`src/rtl/dskc_pkg.sv`:
```
package dskc_pkg;

    typedef enum logic [1:0] {
        PH_IDLE,
        PH_CMD,
        PH_EXEC,
        PH_RESULT
    } phase_e;

    typedef enum logic [2:0] {
        RK_NONE,
        RK_MEDIA,
        RK_DRIVE,
        RK_SENSE,
        RK_VERSION,
        RK_INVALID
    } res_kind_e;

    localparam logic [7:0] VERSION_BYTE = 8'h90;
    localparam logic [7:0] INVALID_ST0  = 8'h80;

    localparam int MSR_RDY  = 7;
    localparam int MSR_DIR  = 6;
    localparam int MSR_NDMA = 5;
    localparam int MSR_BUSY = 4;

    // number of result bytes each result kind hands back
    function automatic int unsigned res_count(input res_kind_e k);
        case (k)
            RK_MEDIA:   return 7;
            RK_SENSE:   return 2;
            RK_DRIVE,
            RK_VERSION,
            RK_INVALID: return 1;
            default:    return 0;
        endcase
    endfunction

endpackage

```
`src/rtl/dskc_opcode_decode.sv`:
```
module dskc_opcode_decode
    import dskc_pkg::*;
#(
    parameter int CNT_W = 4
) (
    input  logic [4:0]       opc,
    output logic [CNT_W-1:0] cmd_len,
    output res_kind_e        kind,
    output logic             needs_exec
);

    // flag bits 7:5 never reach this module
    always_comb begin
        unique case (opc)
            5'h02, 5'h05, 5'h06, 5'h09,
            5'h0C, 5'h11, 5'h19, 5'h1D: begin
                cmd_len    = CNT_W'(9);
                kind       = RK_MEDIA;
                needs_exec = 1'b1;
            end
            5'h0A: begin
                cmd_len    = CNT_W'(2);
                kind       = RK_MEDIA;
                needs_exec = 1'b1;
            end
            5'h0D: begin
                cmd_len    = CNT_W'(6);
                kind       = RK_MEDIA;
                needs_exec = 1'b1;
            end
            5'h03, 5'h0F: begin
                cmd_len    = CNT_W'(3);
                kind       = RK_NONE;
                needs_exec = 1'b1;
            end
            5'h07: begin
                cmd_len    = CNT_W'(2);
                kind       = RK_NONE;
                needs_exec = 1'b1;
            end
            5'h04: begin
                cmd_len    = CNT_W'(2);
                kind       = RK_DRIVE;
                needs_exec = 1'b0;
            end
            5'h08: begin
                cmd_len    = CNT_W'(1);
                kind       = RK_SENSE;
                needs_exec = 1'b0;
            end
            5'h10: begin
                cmd_len    = CNT_W'(1);
                kind       = RK_VERSION;
                needs_exec = 1'b0;
            end
            default: begin
                cmd_len    = CNT_W'(1);
                kind       = RK_INVALID;
                needs_exec = 1'b0;
            end
        endcase
    end

endmodule

```
`src/rtl/dskc_result_file.sv`:
```
module dskc_result_file #(
    parameter int NUM   = 7,
    parameter int IDX_W = 3
) (
    input  logic             clk,
    input  logic             rst_n,
    input  logic             load,
    input  logic [NUM*8-1:0] load_vec,
    input  logic [IDX_W-1:0] idx,
    output logic [7:0]       rd_byte
);

    logic [NUM*8-1:0] slots_flat;

    for (genvar g = 0; g < NUM; g++) begin : g_slot
        logic [7:0] slot_q;
        always_ff @(posedge clk or negedge rst_n) begin
            if (!rst_n) begin
                slot_q <= '0;
            end else if (load) begin
                slot_q <= load_vec[g*8 +: 8];
            end
        end
        assign slots_flat[g*8 +: 8] = slot_q;
    end

    always_comb begin
        rd_byte = '0;
        for (int i = 0; i < NUM; i++) begin
            if (idx == IDX_W'(i)) begin
                rd_byte = slots_flat[i*8 +: 8];
            end
        end
    end

endmodule

```
`src/rtl/dskc_cmd_engine.sv`:
```
module dskc_cmd_engine
    import dskc_pkg::*;
#(
    parameter int MAX_CMD_BYTES = 9,
    parameter int MAX_RES_BYTES = 7
) (
    input  logic       clk,
    input  logic       rst_n,
    input  logic       host_wr,
    input  logic [7:0] host_wdata,
    input  logic       host_rd,
    output logic [7:0] host_rdata,
    output logic [7:0] main_status,
    output logic       exec_req,
    input  logic       exec_done,
    input  logic       nondma_mode,
    input  logic [7:0] ex_st0,
    input  logic [7:0] ex_st1,
    input  logic [7:0] ex_st2,
    input  logic [7:0] ex_cyl,
    input  logic [7:0] ex_head,
    input  logic [7:0] ex_sec,
    input  logic [7:0] ex_size,
    input  logic [7:0] drv_st3,
    input  logic [7:0] int_st0,
    input  logic [7:0] int_pcn
);

    localparam int CNT_W  = $clog2(MAX_CMD_BYTES + 1);
    localparam int RIDX_W = $clog2(MAX_RES_BYTES + 1);
    localparam int VEC_W  = MAX_RES_BYTES * 8;

    localparam logic [CNT_W-1:0]  ONE_C = CNT_W'(1);
    localparam logic [RIDX_W-1:0] ONE_R = RIDX_W'(1);

    phase_e             state_q, state_d;
    logic [CNT_W-1:0]   cnt_q, len_q;
    res_kind_e          kind_q;
    logic               exec_q;
    logic [RIDX_W-1:0]  ridx_q, rlen_q;

    logic [CNT_W-1:0]   dec_len;
    res_kind_e          dec_kind;
    logic               dec_exec;

    logic               load_res;
    res_kind_e          load_kind;
    logic [VEC_W-1:0]   load_vec;
    logic [7:0]         res_byte;

    dskc_opcode_decode #(
        .CNT_W (CNT_W)
    ) u_decode (
        .opc        (host_wdata[4:0]),
        .cmd_len    (dec_len),
        .kind       (dec_kind),
        .needs_exec (dec_exec)
    );

    dskc_result_file #(
        .NUM   (MAX_RES_BYTES),
        .IDX_W (RIDX_W)
    ) u_results (
        .clk      (clk),
        .rst_n    (rst_n),
        .load     (load_res),
        .load_vec (load_vec),
        .idx      (ridx_q),
        .rd_byte  (res_byte)
    );

    // state register
    always_ff @(posedge clk or negedge rst_n) begin
        if (!rst_n) begin
            state_q <= PH_IDLE;
        end else begin
            state_q <= state_d;
        end
    end

    // next state and result capture
    always_comb begin
        state_d   = state_q;
        load_res  = 1'b0;
        load_kind = kind_q;
        unique case (state_q)
            PH_IDLE: begin
                if (host_wr) begin
                    if (dec_len == ONE_C) begin
                        load_kind = dec_kind;
                        if (dec_exec) begin
                            state_d = PH_EXEC;
                        end else if (dec_kind == RK_NONE) begin
                            state_d = PH_IDLE;
                        end else begin
                            state_d  = PH_RESULT;
                            load_res = 1'b1;
                        end
                    end else begin
                        state_d = PH_CMD;
                    end
                end
            end
            PH_CMD: begin
                if (host_wr && (cnt_q + ONE_C == len_q)) begin
                    if (exec_q) begin
                        state_d = PH_EXEC;
                    end else if (kind_q == RK_NONE) begin
                        state_d = PH_IDLE;
                    end else begin
                        state_d  = PH_RESULT;
                        load_res = 1'b1;
                    end
                end
            end
            PH_EXEC: begin
                if (exec_done) begin
                    if (kind_q == RK_NONE) begin
                        state_d = PH_IDLE;
                    end else begin
                        state_d  = PH_RESULT;
                        load_res = 1'b1;
                    end
                end
            end
            PH_RESULT: begin
                if (host_rd && (ridx_q + ONE_R == rlen_q)) begin
                    state_d = PH_IDLE;
                end
            end
            default: state_d = PH_IDLE;
        endcase
    end

    // bytes captured into the result file
    always_comb begin
        load_vec = '0;
        case (load_kind)
            RK_MEDIA: begin
                load_vec[0*8 +: 8] = ex_st0;
                load_vec[1*8 +: 8] = ex_st1;
                load_vec[2*8 +: 8] = ex_st2;
                load_vec[3*8 +: 8] = ex_cyl;
                load_vec[4*8 +: 8] = ex_head;
                load_vec[5*8 +: 8] = ex_sec;
                load_vec[6*8 +: 8] = ex_size;
            end
            RK_DRIVE:   load_vec[0 +: 8] = drv_st3;
            RK_SENSE: begin
                load_vec[0 +: 8] = int_st0;
                load_vec[8 +: 8] = int_pcn;
            end
            RK_VERSION: load_vec[0 +: 8] = VERSION_BYTE;
            RK_INVALID: load_vec[0 +: 8] = INVALID_ST0;
            default:    load_vec = '0;
        endcase
    end

    // byte counters and latched decode
    always_ff @(posedge clk or negedge rst_n) begin
        if (!rst_n) begin
            cnt_q  <= '0;
            len_q  <= '0;
            kind_q <= RK_NONE;
            exec_q <= 1'b0;
            ridx_q <= '0;
            rlen_q <= '0;
        end else begin
            if (state_q == PH_IDLE && host_wr) begin
                cnt_q  <= ONE_C;
                len_q  <= dec_len;
                kind_q <= dec_kind;
                exec_q <= dec_exec;
            end else if (state_q == PH_CMD && host_wr) begin
                cnt_q <= cnt_q + ONE_C;
            end
            if (load_res) begin
                ridx_q <= '0;
                rlen_q <= RIDX_W'(res_count(load_kind));
            end else if (state_q == PH_RESULT && host_rd) begin
                ridx_q <= ridx_q + ONE_R;
            end
        end
    end

    // outputs
    always_comb begin
        main_status = '0;
        host_rdata  = '0;
        exec_req    = 1'b0;
        unique case (state_q)
            PH_IDLE: begin
                main_status[MSR_RDY] = 1'b1;
            end
            PH_CMD: begin
                main_status[MSR_RDY]  = 1'b1;
                main_status[MSR_BUSY] = 1'b1;
            end
            PH_EXEC: begin
                main_status[MSR_BUSY] = 1'b1;
                main_status[MSR_NDMA] = nondma_mode;
                exec_req              = 1'b1;
            end
            PH_RESULT: begin
                main_status[MSR_RDY]  = 1'b1;
                main_status[MSR_DIR]  = 1'b1;
                main_status[MSR_BUSY] = 1'b1;
                host_rdata            = res_byte;
            end
            default: main_status = '0;
        endcase
    end

endmodule

```
`config.mk`:
```
export PLATFORM = sky130hd
export DESIGN_NAME = dskc_cmd_engine
export DESIGN_NICKNAME = d
export VERILOG_FILES = /design/src/rtl/dskc_pkg.sv /design/src/rtl/dskc_opcode_decode.sv /design/src/rtl/dskc_result_file.sv /design/src/rtl/dskc_cmd_engine.sv
export SDC_FILE = /design/constraint.sdc
export NUM_CORES = 1
export LEC_CHECK = 0
export BUFFER_PORTS_ARGS = -buffer_cell sky130_fd_sc_hd__buf_4
export CORE_MARGIN = 2
export CORE_UTILIZATION = 41
export CTS_CLUSTER_SIZE = 28
export DETAILED_ROUTE_END_ITERATION = 10
export PLACE_DENSITY_LB_ADDON = 0.15
export SYNTH_ARGS = -nofsm -noshare
export SYNTH_HDL_FRONTEND = slang
export SYNTH_HIERARCHICAL = 1
export SYNTH_SLANG_ARGS = --single-unit
```
`constraint.sdc`:
```
create_clock -name clk -period 5.98 [get_ports clk]
set_clock_uncertainty 0.15 [all_clocks]
set_input_delay 1.794 -clock clk [delete_from_list [all_inputs] [get_ports clk]]
set_output_delay 1.794 -clock clk [all_outputs]
set_load 0.05 [all_outputs]
```
==> out/metrics.yaml <==
status: "finished, final reports clean"
globalplace.congestion: 0.794
yosys_warnings: 6
path_delay_family: "simple AND/OR/NAND/NOR gates"
first_pass_iters: 4
fill_cells: 1125
cts_sinks: 76
power.share.clock: 0.171
cts.clk_slew.worst_paths_ns: 0.06
fmax_mhz: 204
antenna_left: 0
p_sw_mw: 1.24
startpoint_type: "input port"
grt_usage: 0.184
cts_setup_buffers: 0
dp_cells: 717
holdWs_ns: 0.356
dieArea_um2: 13100
diodes: 0
p_int_mw: 1.75
seq_area_frac_synth: 0.379
slew-limit-headroom: 0.356
critPathBufInv: 2
cts_tree: "yes"
cp_cell_sequence: "buf_4 -> inv_1 -> ha_1 -> and2_1 -> o21ai_1 -> o221ai_1 -> nor4b_2 -> nand2_2 -> mux2i_2 -> nand2b_2 -> o22ai_1 -> mux2_2"
root_buffer: "clkbuf_16"
drt_iter0_markers: 160
io_buffers: 103
crit_path_max_fanout: 11
rsz0062_at_grt: "false"
cts-buffers-inserted: 9
finalCritPeriodShare: 0.821
power_frac_seq: 0.323
peakVddDrop_mv: 0.189
die_y_um: 115
async_reset_ff_frac: 1.00
drc: 0
comb_power_share: 0.506
required_ns: 6.05
initial_core_util: 0.420
core_area_um2: 12000
vias_per_cell: 5.37
finalNonFillerCells: 733
postSynth.topFlopCell: "dfrtp_1"
cts.hold.buffers_added: 0
finalMaxSlewViolations: 0
layout.cells.most_common_list: "buf_4, dfrtp_1, mux2_2, nand2_1, and2_1"
hold_violations: 0
tightestPinTransition_ns: 0.967
final_util: 0.509
ys_ff_latch: 76
dpl.hpwl_mm: 8.42
maxCapViolCount: 0
worst_path_max_delay_cell: "mux2i_2"
worstPathArrival_ns: 4.97
grt_max_degree: 77
nets: 685
p_sw_frac: 0.416
yosysUniqueCellTypes: 58
grt-ovfl-total: 0
clockBufferDepth: 2
dieWidth_um: 115
vias: 3936
ctsHtreeMaxLevel: 3
routed_wl_mm: 11.7
grt_pass1_wl_mm: 19.3
grt_pass1_vias: 3995
wl_per_cell_um: 16.0
cts.repair.resized: 0
p_leak_nw: 2.76
clkLatencyLatePin_ns: 0.33
worst_setup_path_end_kind: "flop"
power_density_nw_per_um2: 492
mappedNetlistArea_um2: 5020
period_minus_slack_ns: 4.91
hp-class: "flop to flop"
rows: 40
max_stage_delay_ns: 0.77
syn2layout_area_growth_pct: 21.2
io_pins: 111
finalSetupViolations: 0
rrSetupSlack_ns: 2.71
synthCells: 492
setup_tns_ns: 0
layout_commonest_cell: "buf_4"
grt_antenna_before_repair: 0
syn_avg_cell_area_um2: 10.2
path_class: "input port to flop"
drive_gt1_frac: 0.362
synth_edf_count: 0
## path summary, 6_finish.rpt
path | end | depth (start not counted) | startpoint
worst max-delay path | u_results/g_slot[0].slot_q[5] | 12 | host_wdata[1]
max in group asynchronous | u_results/g_slot[3].slot_q[3] | 1 | rst_n
min in group asynchronous | cnt_q[1] | 1 | rst_n
worst max register to register | u_results/g_slot[0].slot_q[5] | 6 | state_q[0]
worst min register to register | u_results/g_slot[1].slot_q[2] | 1 | u_results/g_slot[1].slot_q[2]
worst min-delay path | u_results/g_slot[1].slot_q[2] | 1 | u_results/g_slot[1].slot_q[2]
## cell families (layout without fill, tap and decap cells)
kind of cell / count (synthesis) / after routing / share of synthesized area
buffers and inverters: 51 / 142 / 0.0611
AO/OA/AOI/OAI: 102 / 102 / 0.137
flip-flops: 76 / 76 / 0.379
AND/OR/NAND/NOR: 146 / 146 / 0.160
XOR/XNOR: 11 / 11 / 0.0192
adder cells (fa/ha/maj): 10 / 10 / 0.0249
multiplexers: 95 / 95 / 0.218
other: 1 / 4 / 0.000747
## power groups by stage
stage	registers, mW	clock network, mW	logic, mW
global route	1.00	0.545	1.67
finish	0.966	0.513	1.51
detailed placement	0.977	0	1.52
global placement	0.964	0	1.49
floorplan	0.855	0	1.28
CTS	0.967	0.526	1.53
## Yosys cell counts (all sizes together), types with 8 or more instances
cell,instances,area (um2)
a21oi,24,124
and2,42,263
and3,8,50.1
buf,24,199
clkbuf,8,36.3
dfrtp,76,1900
ha,10,125
inv,19,71.3
mux2,70,788
mux2i,24,282
nand2,51,196
nand2b,12,87.6
nor2,11,48.8
o21ai,30,161
o22ai,9,56.3
o2bb2ai,8,70.1
xnor2,8,70.1
## registers in the layout (all words and copies together) (netlist names)
signal,flops
exec_q,1
ridx_q,3
rlen_q,3
state_q,2
u_results/g_slot.slot_q,56
cnt_q,4
kind_q,3
len_q,4
## cell type report
class / count / area [um2] / share of cell area
clock inverters: 6 / 47.5 / 0.00782
inverters: 19 / 71.3 / 0.0117
multi-input cells: 368 / 2820 / 0.464
flip-flops and latches: 76 / 1900 / 0.313
clock buffers: 10 / 239 / 0.0393
repair buffers: 107 / 816 / 0.134
well taps: 147 / 184 / 0.0302
## layer usage
layer  vias up  track usage  routed length, um
met4         0       0.0545                120
met3         8       0.0270                474
li1       1920            -                  -
met2       102        0.299               5570
met5         -            0                  0
met1      1906        0.255               5560
## through the flow
stage	instance area, um2	power, mW	setup WS (ns)
final	6080	2.99	1.07
after global routing	6080	3.21	0.793
after CTS	6080	3.02	1.05
after detailed placement	5800	2.50	0.712
after global placement	5800	2.46	0.772
after floorplan	5030	2.13	1.52
(Power assumes the default switching activity.)
